`config.mk`:
```
export PLATFORM = sky130hd
export DESIGN_NAME = i2c_chansel
export DESIGN_NICKNAME = d
export VERILOG_FILES = /design/src/rtl/i2c_chansel_pkg.sv /design/src/rtl/i2c_line_sync.sv /design/src/rtl/i2c_chansel_ctrl.sv /design/src/rtl/i2c_chansel.sv
export SDC_FILE = /design/constraint.sdc
export NUM_CORES = 1
export LEC_CHECK = 0
export BUFFER_PORTS_ARGS = -buffer_cell sky130_fd_sc_hd__buf_2
export CAP_MARGIN = 0
export CORE_MARGIN = 5
export CORE_UTILIZATION = 53
export DETAILED_ROUTE_END_ITERATION = 8
export PLACE_DENSITY = 0.75
export SKIP_CTS_REPAIR_TIMING = 1
export SLEW_MARGIN = 25
export SYNTH_ARGS = -nofsm -noshare
export SYNTH_HDL_FRONTEND = slang
export SYNTH_SLANG_ARGS = --single-unit
```
`constraint.sdc`:
```
create_clock -name clk -period 1.65 [get_ports clk]
set_input_delay 0.165 -clock clk [delete_from_list [all_inputs] [get_ports clk]]
set_output_delay 0.165 -clock clk [all_outputs]
set_load 0.02 [all_outputs]
```
`src/rtl/i2c_chansel_pkg.sv`:
```
// Shared types for the channel-select slave.
// Assumes: one byte engine per instance; the state encoding is internal only.
package i2c_chansel_pkg;
    typedef enum logic [2:0] {
        ST_IDLE, // waiting for a start
        ST_ADDR, // shifting in address + R/W
        ST_AACK, // driving the address acknowledge
        ST_WR,   // shifting in a control byte
        ST_WACK, // driving the data acknowledge
        ST_RD,   // shifting out the control byte
        ST_RACK, // sampling the master acknowledge
        ST_IGN   // bus ignored until next start
    } chsel_state_e;
endpackage

```
`src/rtl/i2c_line_sync.sv`:
```
// Multi-stage synchronizer and edge detector for asynchronous bus lines.
// Assumes: lines idle high, so reset loads ones and no false edge appears after reset.
module i2c_line_sync #(
    parameter int W      = 2,
    parameter int STAGES = 2
) (
    input  logic         clk,
    input  logic         rst_n,
    input  logic [W-1:0] din,
    output logic [W-1:0] lvl,
    output logic [W-1:0] rise,
    output logic [W-1:0] fall
);
    logic [W-1:0] stg [STAGES];
    logic [W-1:0] prev;

    // Shift raw line values through the synchronizer chain and keep last level.
    always_ff @(posedge clk) begin
        if (!rst_n) begin
            for (int i = 0; i < STAGES; i++) stg[i] <= '1;
            prev <= '1;
        end else begin
            stg[0] <= din;
            for (int i = 1; i < STAGES; i++) stg[i] <= stg[i-1];
            prev <= stg[STAGES-1];
        end
    end

    assign lvl  = stg[STAGES-1];
    assign rise = lvl & ~prev;
    assign fall = ~lvl & prev;
endmodule

```
`src/rtl/i2c_chansel_ctrl.sv`:
```
// Byte engine: address match, write load, read shift-out, acknowledge timing.
// Assumes: synchronized levels and single-cycle edge strobes; start/stop strobes
// never coincide with clock edges (data moves only while the clock is steady).
module i2c_chansel_ctrl
    import i2c_chansel_pkg::*;
#(
    parameter int          DW   = 8,
    parameter int          FIXW = 4,
    parameter logic [FIXW-1:0] FIX = 4'b1110,
    localparam int         SW   = DW - 1 - FIXW,
    localparam int         CW   = $clog2(DW)
) (
    input  logic          clk,
    input  logic          rst_n,
    input  logic          scl_rise,
    input  logic          scl_fall,
    input  logic          sda_lvl,
    input  logic          start_det,
    input  logic          stop_det,
    input  logic [SW-1:0] strap,
    output logic          sda_oe,
    output logic [DW-1:0] ctrl
);
    localparam logic [CW-1:0] LAST = CW'(DW - 1);

    chsel_state_e  st;
    logic [DW-1:0] sh;
    logic [CW-1:0] cnt;
    logic          flag;  // first ack-phase edge seen
    logic          rw;
    logic          mack;
    logic [DW-1:0] byte_in;

    // Byte assembled from the shift register and the bit sampled now.
    assign byte_in = {sh[DW-2:0], sda_lvl};

    // Bus state machine: all SDA drive changes happen on SCL falling strobes.
    always_ff @(posedge clk) begin
        if (!rst_n) begin
            st <= ST_IDLE; sh <= '0; cnt <= '0; flag <= 1'b0;
            rw <= 1'b0; mack <= 1'b0; sda_oe <= 1'b0; ctrl <= '0;
        end else if (start_det) begin
            st <= ST_ADDR; cnt <= '0; flag <= 1'b0; sda_oe <= 1'b0;
        end else if (stop_det) begin
            st <= ST_IDLE; flag <= 1'b0; sda_oe <= 1'b0;
        end else begin
            case (st)
                ST_ADDR: if (scl_rise) begin
                    sh  <= byte_in;
                    cnt <= cnt + 1'b1;
                    if (cnt == LAST) begin
                        flag <= 1'b0;
                        if (byte_in[DW-1:1] == {FIX, strap}) begin
                            rw <= sda_lvl;
                            st <= ST_AACK;
                        end else begin
                            st <= ST_IGN;
                        end
                    end
                end
                ST_AACK: if (scl_fall) begin
                    if (!flag) begin
                        sda_oe <= 1'b1; flag <= 1'b1;
                    end else begin
                        flag <= 1'b0; cnt <= '0;
                        if (rw) begin
                            st <= ST_RD; sh <= ctrl; sda_oe <= ~ctrl[DW-1];
                        end else begin
                            st <= ST_WR; sda_oe <= 1'b0;
                        end
                    end
                end
                ST_WR: if (scl_rise) begin
                    sh  <= byte_in;
                    cnt <= cnt + 1'b1;
                    if (cnt == LAST) begin
                        st <= ST_WACK; flag <= 1'b0;
                    end
                end
                ST_WACK: if (scl_fall) begin
                    if (!flag) begin
                        sda_oe <= 1'b1; flag <= 1'b1;
                    end else begin
                        sda_oe <= 1'b0; flag <= 1'b0; cnt <= '0;
                        ctrl <= sh;
                        st <= ST_WR;
                    end
                end
                ST_RD: if (scl_fall) begin
                    if (cnt == LAST) begin
                        sda_oe <= 1'b0; st <= ST_RACK; flag <= 1'b0;
                    end else begin
                        sh     <= {sh[DW-2:0], 1'b0};
                        sda_oe <= ~sh[DW-2];
                        cnt    <= cnt + 1'b1;
                    end
                end
                ST_RACK: if (scl_rise) begin
                    flag <= 1'b1; mack <= ~sda_lvl;
                end else if (scl_fall && flag) begin
                    flag <= 1'b0;
                    if (mack) begin
                        st <= ST_RD; sh <= ctrl; sda_oe <= ~ctrl[DW-1]; cnt <= '0;
                    end else begin
                        st <= ST_IGN;
                    end
                end
                default: ;
            endcase
        end
    end


    ctrl_commit_chk: assert property (@(posedge clk) disable iff (!rst_n)
        (ctrl != $past(ctrl)) |-> ($past(st) == ST_WACK && $past(scl_fall)));

    quiet_when_idle_chk: assert property (@(posedge clk) disable iff (!rst_n)
        (st == ST_IDLE || st == ST_IGN) |-> !sda_oe);

    stop_to_idle_chk: assert property (@(posedge clk) disable iff (!rst_n)
        stop_det |=> (st == ST_IDLE && !sda_oe));

    start_to_addr_chk: assert property (@(posedge clk) disable iff (!rst_n)
        start_det |=> (st == ST_ADDR && cnt == '0));

    release_on_mack_chk: assert property (@(posedge clk) disable iff (!rst_n)
        (st == ST_RACK) |-> !sda_oe);
endmodule

```
`src/rtl/i2c_chansel.sv`:
```
// Top of the channel-select slave: line synchronizer, start/stop detect, byte engine.
// Assumes: clk is several times faster than the bus clock, so each bus phase
// spans more cycles than the synchronizer latency.
module i2c_chansel #(
    parameter int CH          = 8,
    parameter int SYNC_STAGES = 2,
    parameter int ADDR_FIX_W  = 4
) (
    input  logic                       clk,
    input  logic                       rst_n,
    input  logic                       scl_i,
    input  logic                       sda_i,
    input  logic [CH-2-ADDR_FIX_W:0]   strap,
    output logic                       sda_oe,
    output logic [CH-1:0]              chan_en
);
    logic [1:0] lvl, rise, fall;
    logic       start_det, stop_det;

    i2c_line_sync #(.W(2), .STAGES(SYNC_STAGES)) u_sync (
        .clk(clk), .rst_n(rst_n), .din({sda_i, scl_i}),
        .lvl(lvl), .rise(rise), .fall(fall)
    );

    // Start: data falls with clock high; stop: data rises with clock high.
    assign start_det = fall[1] & lvl[0];
    assign stop_det  = rise[1] & lvl[0];

    i2c_chansel_ctrl #(.DW(CH), .FIXW(ADDR_FIX_W), .FIX(ADDR_FIX_W'(4'b1110))) u_ctrl (
        .clk(clk), .rst_n(rst_n),
        .scl_rise(rise[0]), .scl_fall(fall[0]), .sda_lvl(lvl[1]),
        .start_det(start_det), .stop_det(stop_det),
        .strap(strap), .sda_oe(sda_oe), .ctrl(chan_en)
    );


    drive_scl_low_chk: assert property (@(posedge clk) disable iff (!rst_n)
        $rose(sda_oe) |-> !lvl[0]);

    reset_clear_chk: assert property (@(posedge clk)
        !rst_n |=> (chan_en == '0 && !sda_oe));
endmodule

```
==> insert_results.sql, run 1 <==
INSERT INTO impl_metrics (metric_group, metric, value, unit) VALUES
('run_status', 'outcome', 'finished with violations', ''),
('run_status', 'violations_in_the_final_reports', 'negative setup slack', ''),
('timing', 'grt_setup_unrepaired', 'yes', ''),
('clock_network', 'tritoncts', 'built', ''),
('synth', 'syn-instance-count', '204', ''),
('setup_path', 'worst_path_dominant_cell_family', 'compound AO/OA/AOI/OAI gates', ''),
('pwr', 'share_clk_of_total_power', '33.5', '%'),
('pwr', 'power', '1.369', 'mW'),
('synth', 'synth_largest_area_cell', 'sky130_fd_sc_hd__dfxtp_1', ''),
('timing', 'timing.fmax', '568.5', 'MHz'),
('finish', 'filler_cell_count', '303', ''),
('finish', 'layoutNonFillerInstCount', '311', ''),
('clock_network', 'cts.sink_count', '32', ''),
('placement', 'placement.io_buffers', '15', ''),
('pwr', 'intPower', '1.049', 'mW'),
('route', 'detailedRoute.firstPassIterationCount', '4', ''),
('min_path', 'startpoint_of_the_worst_hold_path', 'scl_i', ''),
('die', 'io_pins', '16', ''),
('pwr', 'p_comb_share', '8.9', '%'),
('setup_path', 'critical_path_buf_inv_count', '2', ''),
('pwr', 'power.net_switching', '0.3204', 'mW'),
('route', 'drt.antenna.violating_nets', '0', ''),
('route', 'via_count', '1736', ''),
('clock_network', 'cts_htree_levels', '2', ''),
('global_route', 'grt_first_pass_wirelength', '7.541', 'mm'),
('synth', 'synth.cells.most_frequent', 'sky130_fd_sc_hd__dfxtp_1 (32), sky130_fd_sc_hd__mux2i_1 (18), sky130_fd_sc_hd__nand2_1 (13), sky130_fd_sc_hd__nor2b_1 (12)', ''),
('clock_network', 'cts-buffers-inserted', '5', ''),
('setup_path', 'kind_of_end_point_of_the_critical_path', 'register', ''),
('die', 'design.core.area', '3578', 'sq um'),
('placement', 'placed_cells', '298', ''),
('setup_path', 'startpoint_type', 'register', ''),
('synth', 'yosys.cell_types.count', '57', ''),
('pwr', 'vdd_ir_drop_max', '588.1', 'uV'),
('die', 'core.rowCount', '22', ''),
('timing', 'setup-violations-final', '13', ''),
('synth', 'yosys_register_bits', '32', ''),
('global_route', 'grt_overflow', '0', ''),
('pwr', 'p_seq_share', '57.6', '%'),
('timing', 'fin_crit_sh', '106.6', '%'),
('synth', 'most_common_cell_in_the_netlist', 'sky130_fd_sc_hd__dfxtp_1', ''),
('pwr', 'power.share.switching', '23.40', '%'),
('clock_network', 'cts_clk_pin_slew_worst_paths', '0.10', 'ns'),
('timing', 'finalCriticalPeriod', '1.759', 'ns'),
('clock_network', 'clock_latency', '0.33', 'ns'),
('setup_path', 'cp_data_required_time', '1.90', 'ns'),
('synth', 'post_synth_edffs', '0', ''),
('setup_path', 'worstSetupPathDepth', '7', ''),
('setup_path', 'r2r.worst_path.cells', '7', ''),
('min_path', 'holdPathStages', '2', ''),
('global_route', 'pin_count_of_the_biggest_net_entering_global_routing', '18', ''),
('timing', 'worst_slew_margin_rel', '71.39', '%'),
('die', 'floorplan.die.width', '70.30', 'um'),
('finish', 'drive_above_1_share', '39.92', '%'),
('synth', 'synthFlopType', 'sky130_fd_sc_hd__dfxtp_1', ''),
('synth', 'post_synth_top_area_share', '33.25', '%'),
('timing', 'final-max-slew-violation-count', '0', ''),
('timing', 'fin_ws', '-0.1089', 'ns'),
('route', 'route.final.wire_length', '4.718', 'mm'),
('setup_path', 'crit_chain', 'buf_6 > and4bb_2 > o21ai_1 > a211oi_2 > buf_4 > o221ai_1 > a21boi_1', ''),
('global_route', 'first_global_vias', '1627', ''),
('setup_path', 'cp_data_arrival_time', '2.00', 'ns'),
('placement', 'pre_cts_ws', '-0.1764', 'ns'),
('clock_network', 'cts_root_buffer', 'sky130_fd_sc_hd__clkbuf_4', ''),
('setup_path', 'r2r-start', 'u_ctrl.st[2]', ''),
('setup_path', 'startpoint', 'u_ctrl.st[2]', ''),
('synth', 'synth.area.top_cells', 'sky130_fd_sc_hd__dfxtp_1 (33%), sky130_fd_sc_hd__mux2i_1 (9.4%), sky130_fd_sc_hd__nor2b_1 (3.9%)', ''),
('finish', 'antenna_cells', '0', ''),
('timing', 'max_slew.worst_pin.slew', '0.4284', 'ns'),
('die', 'initial_utilization', '53.85', '%'),
('setup_path', 'cp_slowest_cell', 'sky130_fd_sc_hd__dfxtp_4', ''),
('route', 'detail_route.vias_per_cell', '5.582', '');
layout make-up:
class / count / area, sq um / area share [%]
Timing Repair Buffer: 64 / 481.7 / 18.99
Sequential cell: 32 / 656.9 / 25.90
Multi-Input combinational cell: 152 / 1249 / 49.24
Inverter: 7 / 30.03 / 1.184
Tap cell: 48 / 60.06 / 2.368
Clock buffer: 8 / 58.81 / 2.319
cell usage in the layout (no fill, tap or decap), drive strengths merged, types with 2 or more instances in the layout:
cell / n
a2111oi: 3
dfxtp: 32
and4bb: 2
nor3: 2
inv: 6
nand2b: 11
nand3b: 5
o211ai: 2
a21boi: 3
nand4: 2
nor2b: 13
nand2: 14
a21oi: 11
nand4bb: 2
nor2: 11
ha: 2
buf: 64
a221oi: 2
mux2i: 18
nand3: 3
clkbuf: 8
o221ai: 2
mux2: 2
xor2: 4
a211oi: 3
o21ai: 10
and2: 2
o211a: 7
final timing paths:
kind / endpoint / slack (ns)
max: u_ctrl.st[0] / -0.11
min: u_sync.stg[0][0] / 0.02
max reg2reg: u_ctrl.st[0] / -0.11
min reg2reg: u_sync.stg[0][2] / 0.41
power by group through the flow:
stage / Combinational (mW) / Clock, mW / Sequential (mW)
4_1_cts: 0.110 / 0.476 / 0.793
2_1_floorplan: 0.0753 / 0 / 0.807
3_3_place_gp: 0.107 / 0 / 0.810
6_report: 0.121 / 0.459 / 0.789
3_5_place_dp: 0.109 / 0 / 0.811
5_1_grt: 0.132 / 0.518 / 0.790
worst reg2reg max path, stage by stage, from the launching register on:
cell	delay [ns]
sky130_fd_sc_hd__dfxtp_4	0.39
sky130_fd_sc_hd__buf_6	0.13
sky130_fd_sc_hd__and4bb_2	0.36
sky130_fd_sc_hd__o21ai_1	0.15
sky130_fd_sc_hd__a211oi_2	0.20
sky130_fd_sc_hd__buf_4	0.16
sky130_fd_sc_hd__o221ai_1	0.10
sky130_fd_sc_hd__a21boi_1	0.19
metrics by stage:
| stage | setup TNS [ns] | util, % | hold slack [ns] |
|---|---|---|---|
| final | -0.7097 | 70.87 | 0.01563 |
| after global routing | -1.734 | 70.87 | 0.007618 |
| after CTS | -3.123 | 66.01 | 0.001162 |
| after detailed placement | -2.309 | 64.37 | 0.3543 |
| after global placement | -1.535 | 64.37 | 0.3465 |
| after floorplan | -0.05100 | - | 0.2665 |
kinds of logic (layout without fill, tap and decap cells):
kind of cell	count (synthesis)	count (layout)	share of synthesized area [%]
buf+inv	20	79	6.753
xor+xnor	4	4	1.818
mux	20	20	10.52
flops	32	32	33.25
simple gates	74	74	23.18
compound gates	52	52	23.18
fa+ha+maj	2	2	1.298
metal layers:
layer	share of wire (%)	track usage, %	up-vias
li1	-	-	856
met1	44	22.21	841
met2	51	32.64	33
met3	3.8	5.324	6
met4	1.2	5.745	0
met5	0	0	-
state kept, by name, indices dropped and copies added, names as in the netlist:
name,count
u_ctrl.mack,1
u_ctrl.st,3
u_ctrl.sda_oe,1
u_ctrl.flag,1
u_ctrl.cnt,3
u_sync.stg,4
u_ctrl.ctrl,8
u_ctrl.sh,8
u_ctrl.rw,1
u_sync.prev,2
(Power assumes the default switching activity.)
==> inputs of run 2 (changes only) <==
--- a/constraint.sdc
+++ b/constraint.sdc
@@ -3,2 +3,2 @@
 set_output_delay 0.165 -clock clk [all_outputs]
-set_load 0.02 [all_outputs]
+set_load 0.1 [all_outputs]
==> run 2 against run 1 <==
Effect of this change:
- the run still ends with negative setup slack left
- cell count increased by 0.32%
- combinational power about the same
- flip-flop and latch count unchanged
- sequential share of layout area increased by 0.25 points
- via count decreased by 3.1%
- clock-buffer cell count decreased by 1
- clock skew increased by 0.0015 ns
- die area unchanged
- fmax decreased by 4.5%
- first-iteration DRC count increased by 48%
- clock power increased by 8.3%
- largest cell class unchanged
==> insert_results.sql, run 2 (synthesis gave the netlist of run 1 again) <==
INSERT INTO impl_metrics (metric_group, metric, value, unit) VALUES
('placement', 'pre_cts_ws', '-0.2550', 'ns'),
('placement', 'placement.io_buffers', '15', ''),
('timing', 'timing.fmax', '543.1', 'MHz'),
('timing', 'grt_setup_unrepaired', 'yes', ''),
('timing', 'final-max-slew-violation-count', '0', ''),
('global_route', 'met1_usage', '22.43', '%'),
('clock_network', 'cts_root_buffer', 'sky130_fd_sc_hd__clkbuf_4', ''),
('finish', 'biggestRegsByFlops', 'u_ctrl.ctrl (8), u_ctrl.sh (8), u_sync.stg (4)', ''),
('min_path', 'startpoint_of_the_worst_hold_path', 'rst_n', ''),
('finish', 'final_common_cell', 'sky130_fd_sc_hd__buf_4', ''),
('clock_network', 'cts_htree_levels', '2', ''),
('run_status', 'violations_in_the_final_reports', 'negative setup slack', ''),
('setup_path', 'kind_of_end_point_of_the_critical_path', 'register', ''),
('route', 'detailedRoute.firstPassIterationCount', '4', ''),
('setup_path', 'startpoint', 'u_ctrl.st[2]', ''),
('clock_network', 'cts_clk_pin_slew_worst_paths', '0.10', 'ns'),
('route', 'drcViolationCount', '0', ''),
('global_route', 'initial_antenna_violation_count', '0', ''),
('global_route', 'grt_first_pass_wirelength', '7.334', 'mm'),
('run', 'drv_cap', '0', ''),
('setup_path', 'worst-setup-path-type', 'reg -> reg', ''),
('die', 'floorplan.die.width', '70.30', 'um'),
('timing', 'hold_violations', '0', ''),
('finish', 'layoutNonFillerInstCount', '312', ''),
('timing', 'fin_ws', '-0.1913', 'ns'),
('timing', 'finalCriticalPeriod', '1.841', 'ns'),
('finish', 'layout.cell_area.non_filler', '2531', 'sq um'),
('pwr', 'power', '1.407', 'mW'),
('finish', 'drive_above_1_share', '38.64', '%'),
('route', 'number_of_drc_violations_after_detailed_routing_iteration_0', '80', ''),
('finish', 'syn2layout_area_growth', '31.36', '%'),
('timing', 'finalHoldWorstSlack', '0.1007', 'ns'),
('global_route', 'first_global_vias', '1587', ''),
('die', 'io_pins', '16', ''),
('global_route', 'grt_overflow', '0', ''),
('setup_path', 'cp_data_required_time', '1.86', 'ns'),
('global_route', 'globalRouteTotalUtil', '18.38', '%'),
('min_path', 'worst_hold_path_type', 'in -> reg', ''),
('route', 'via_count', '1683', ''),
('die', 'core.rowCount', '22', ''),
('setup_path', 'r2r-start', 'u_ctrl.st[2]', ''),
('setup_path', 'critPathMaxFanout', '17', ''),
('route', 'wl_per_cell', '14.24', 'um'),
('route', 'detail_route.vias_per_cell', '5.394', ''),
('die', 'initial_utilization', '53.85', '%'),
('route', 'drt.antenna.violating_nets', '0', ''),
('die', 'design.core.area', '3578', 'sq um'),
('clock_network', 'cts-buffers-inserted', '5', ''),
('placement', 'globalplace.congestion', '0.8255', ''),
('run_status', 'outcome', 'finished with violations', ''),
('timing', 'max_slew.worst_pin.slew', '0.4917', 'ns'),
('global_route', 'global_route.usage.met2', '30.25', '%'),
('finish', 'most_used_cells_in_the_layout_excluding_fill_and_tap_cells', 'sky130_fd_sc_hd__buf_4 (46), sky130_fd_sc_hd__dfxtp_1 (23), sky130_fd_sc_hd__mux2i_1 (18)', ''),
('clock_network', 'clock_latency', '0.34', 'ns'),
('pwr', 'leakage', '1.149', 'nW'),
('clock_network', 'cts.sink_count', '32', ''),
('global_route', 'globalRouteMet3Util', '5.899', '%'),
('finish', 'finish.net_count', '273', ''),
('finish', 'filler_cell_count', '267', ''),
('timing', 'fin_crit_sh', '111.6', '%'),
('setup_path', 'startpoint_type', 'register', ''),
('finish', 'antenna_cells', '0', ''),
('route', 'route.final.wire_length', '4.444', 'mm'),
('timing', 'worst_clock_skew', '0.01213', 'ns'),
('clock_network', 'tritoncts', 'built', ''),
('global_route', 'grt-busiest-layer', 'met2', ''),
('placement', 'detailed_place_hpwl', '3.244', 'mm'),
('pwr', 'power.density_cell_area', '555.7', 'nW/um^2'),
('die', 'chipHeight', '70.30', 'um'),
('global_route', 'pin_count_of_the_biggest_net_entering_global_routing', '19', ''),
('pwr', 'vdd_ir_drop_max', '473.3', 'uV'),
('timing', 'worst_slew_margin_rel', '67.45', '%'),
('setup_path', 'cp_data_arrival_time', '2.06', 'ns'),
('placement', 'detailed_place.area', '2305', 'sq um'),
('clock_network', 'ctsLongestPathBuffers', '2', ''),
('placement', 'placed_cells', '298', ''),
('die', 'area_of_the_die', '4941', 'sq um'),
('timing', 'setup-violations-final', '12', '');
==> run 2: changes by cell type in the layout (fill, tap and decap cells not counted), sizes merged <==
| cell | before | now |
|---|---|---|
| clkinv | 0 | 1 |
| clkinvlp | 1 | 0 |
| clkbuf | 8 | 7 |
| dlygate4sd3 | 0 | 2 |
==> run 2: path summary, 6_finish.rpt <==
kind / slack (ns) / cells past startpoint / endpoint
hold / removal: 0.10 / 2 / u_sync.prev[0]
hold reg to reg: 0.41 / 1 / u_sync.stg[0][3]
setup / recovery: -0.19 / 7 / u_ctrl.cnt[0]
setup reg to reg: -0.19 / 7 / u_ctrl.cnt[0]
==> run 2: critical path: stages, from the launching register on <==
cell and delay (ns):
sky130_fd_sc_hd__dfxtp_4 0.42, sky130_fd_sc_hd__nand3b_1 0.17, sky130_fd_sc_hd__buf_4 0.16, sky130_fd_sc_hd__o221ai_4 0.11, sky130_fd_sc_hd__buf_6 0.13, sky130_fd_sc_hd__a2111oi_4 0.43, sky130_fd_sc_hd__mux2i_1 0.23, sky130_fd_sc_hd__nor2_1 0.06
==> run 2: cell type report <==
type | count | area (sq um) | area share, %
Clock buffer | 7 | 65.06 | 2.570
Inverter | 7 | 26.28 | 1.038
Multi-Input combinational cell | 152 | 1235 | 48.79
Sequential cell | 32 | 661.9 | 26.15
Timing Repair Buffer | 66 | 483.0 | 19.08
Tap cell | 48 | 60.06 | 2.373
==> run 2: per-layer routing <==
layer,routed length [um],vias to the layer above
met3,203,9
met2,2200,34
met1,1961,780
li1,-,860
met4,79,0
met5,0,-
==> run 2: report_power, final <==
part | switching, mW | leakage (nW) | internal [mW] | total [mW]
logic | 0.0605 | 0.848 | 0.0624 | 0.123
clock network | 0.256 | 0.0374 | 0.241 | 0.497
registers | 0.00950 | 0.263 | 0.777 | 0.786
==> run 2: metrics by stage <==
stage,TNS [ns],utilization [%]
finish,-1.606,70.73
global route,-2.446,70.73
CTS,-2.450,66.22
detailed placement,-1.997,64.41
global placement,-1.672,64.41
floorplan,-0.05349,-
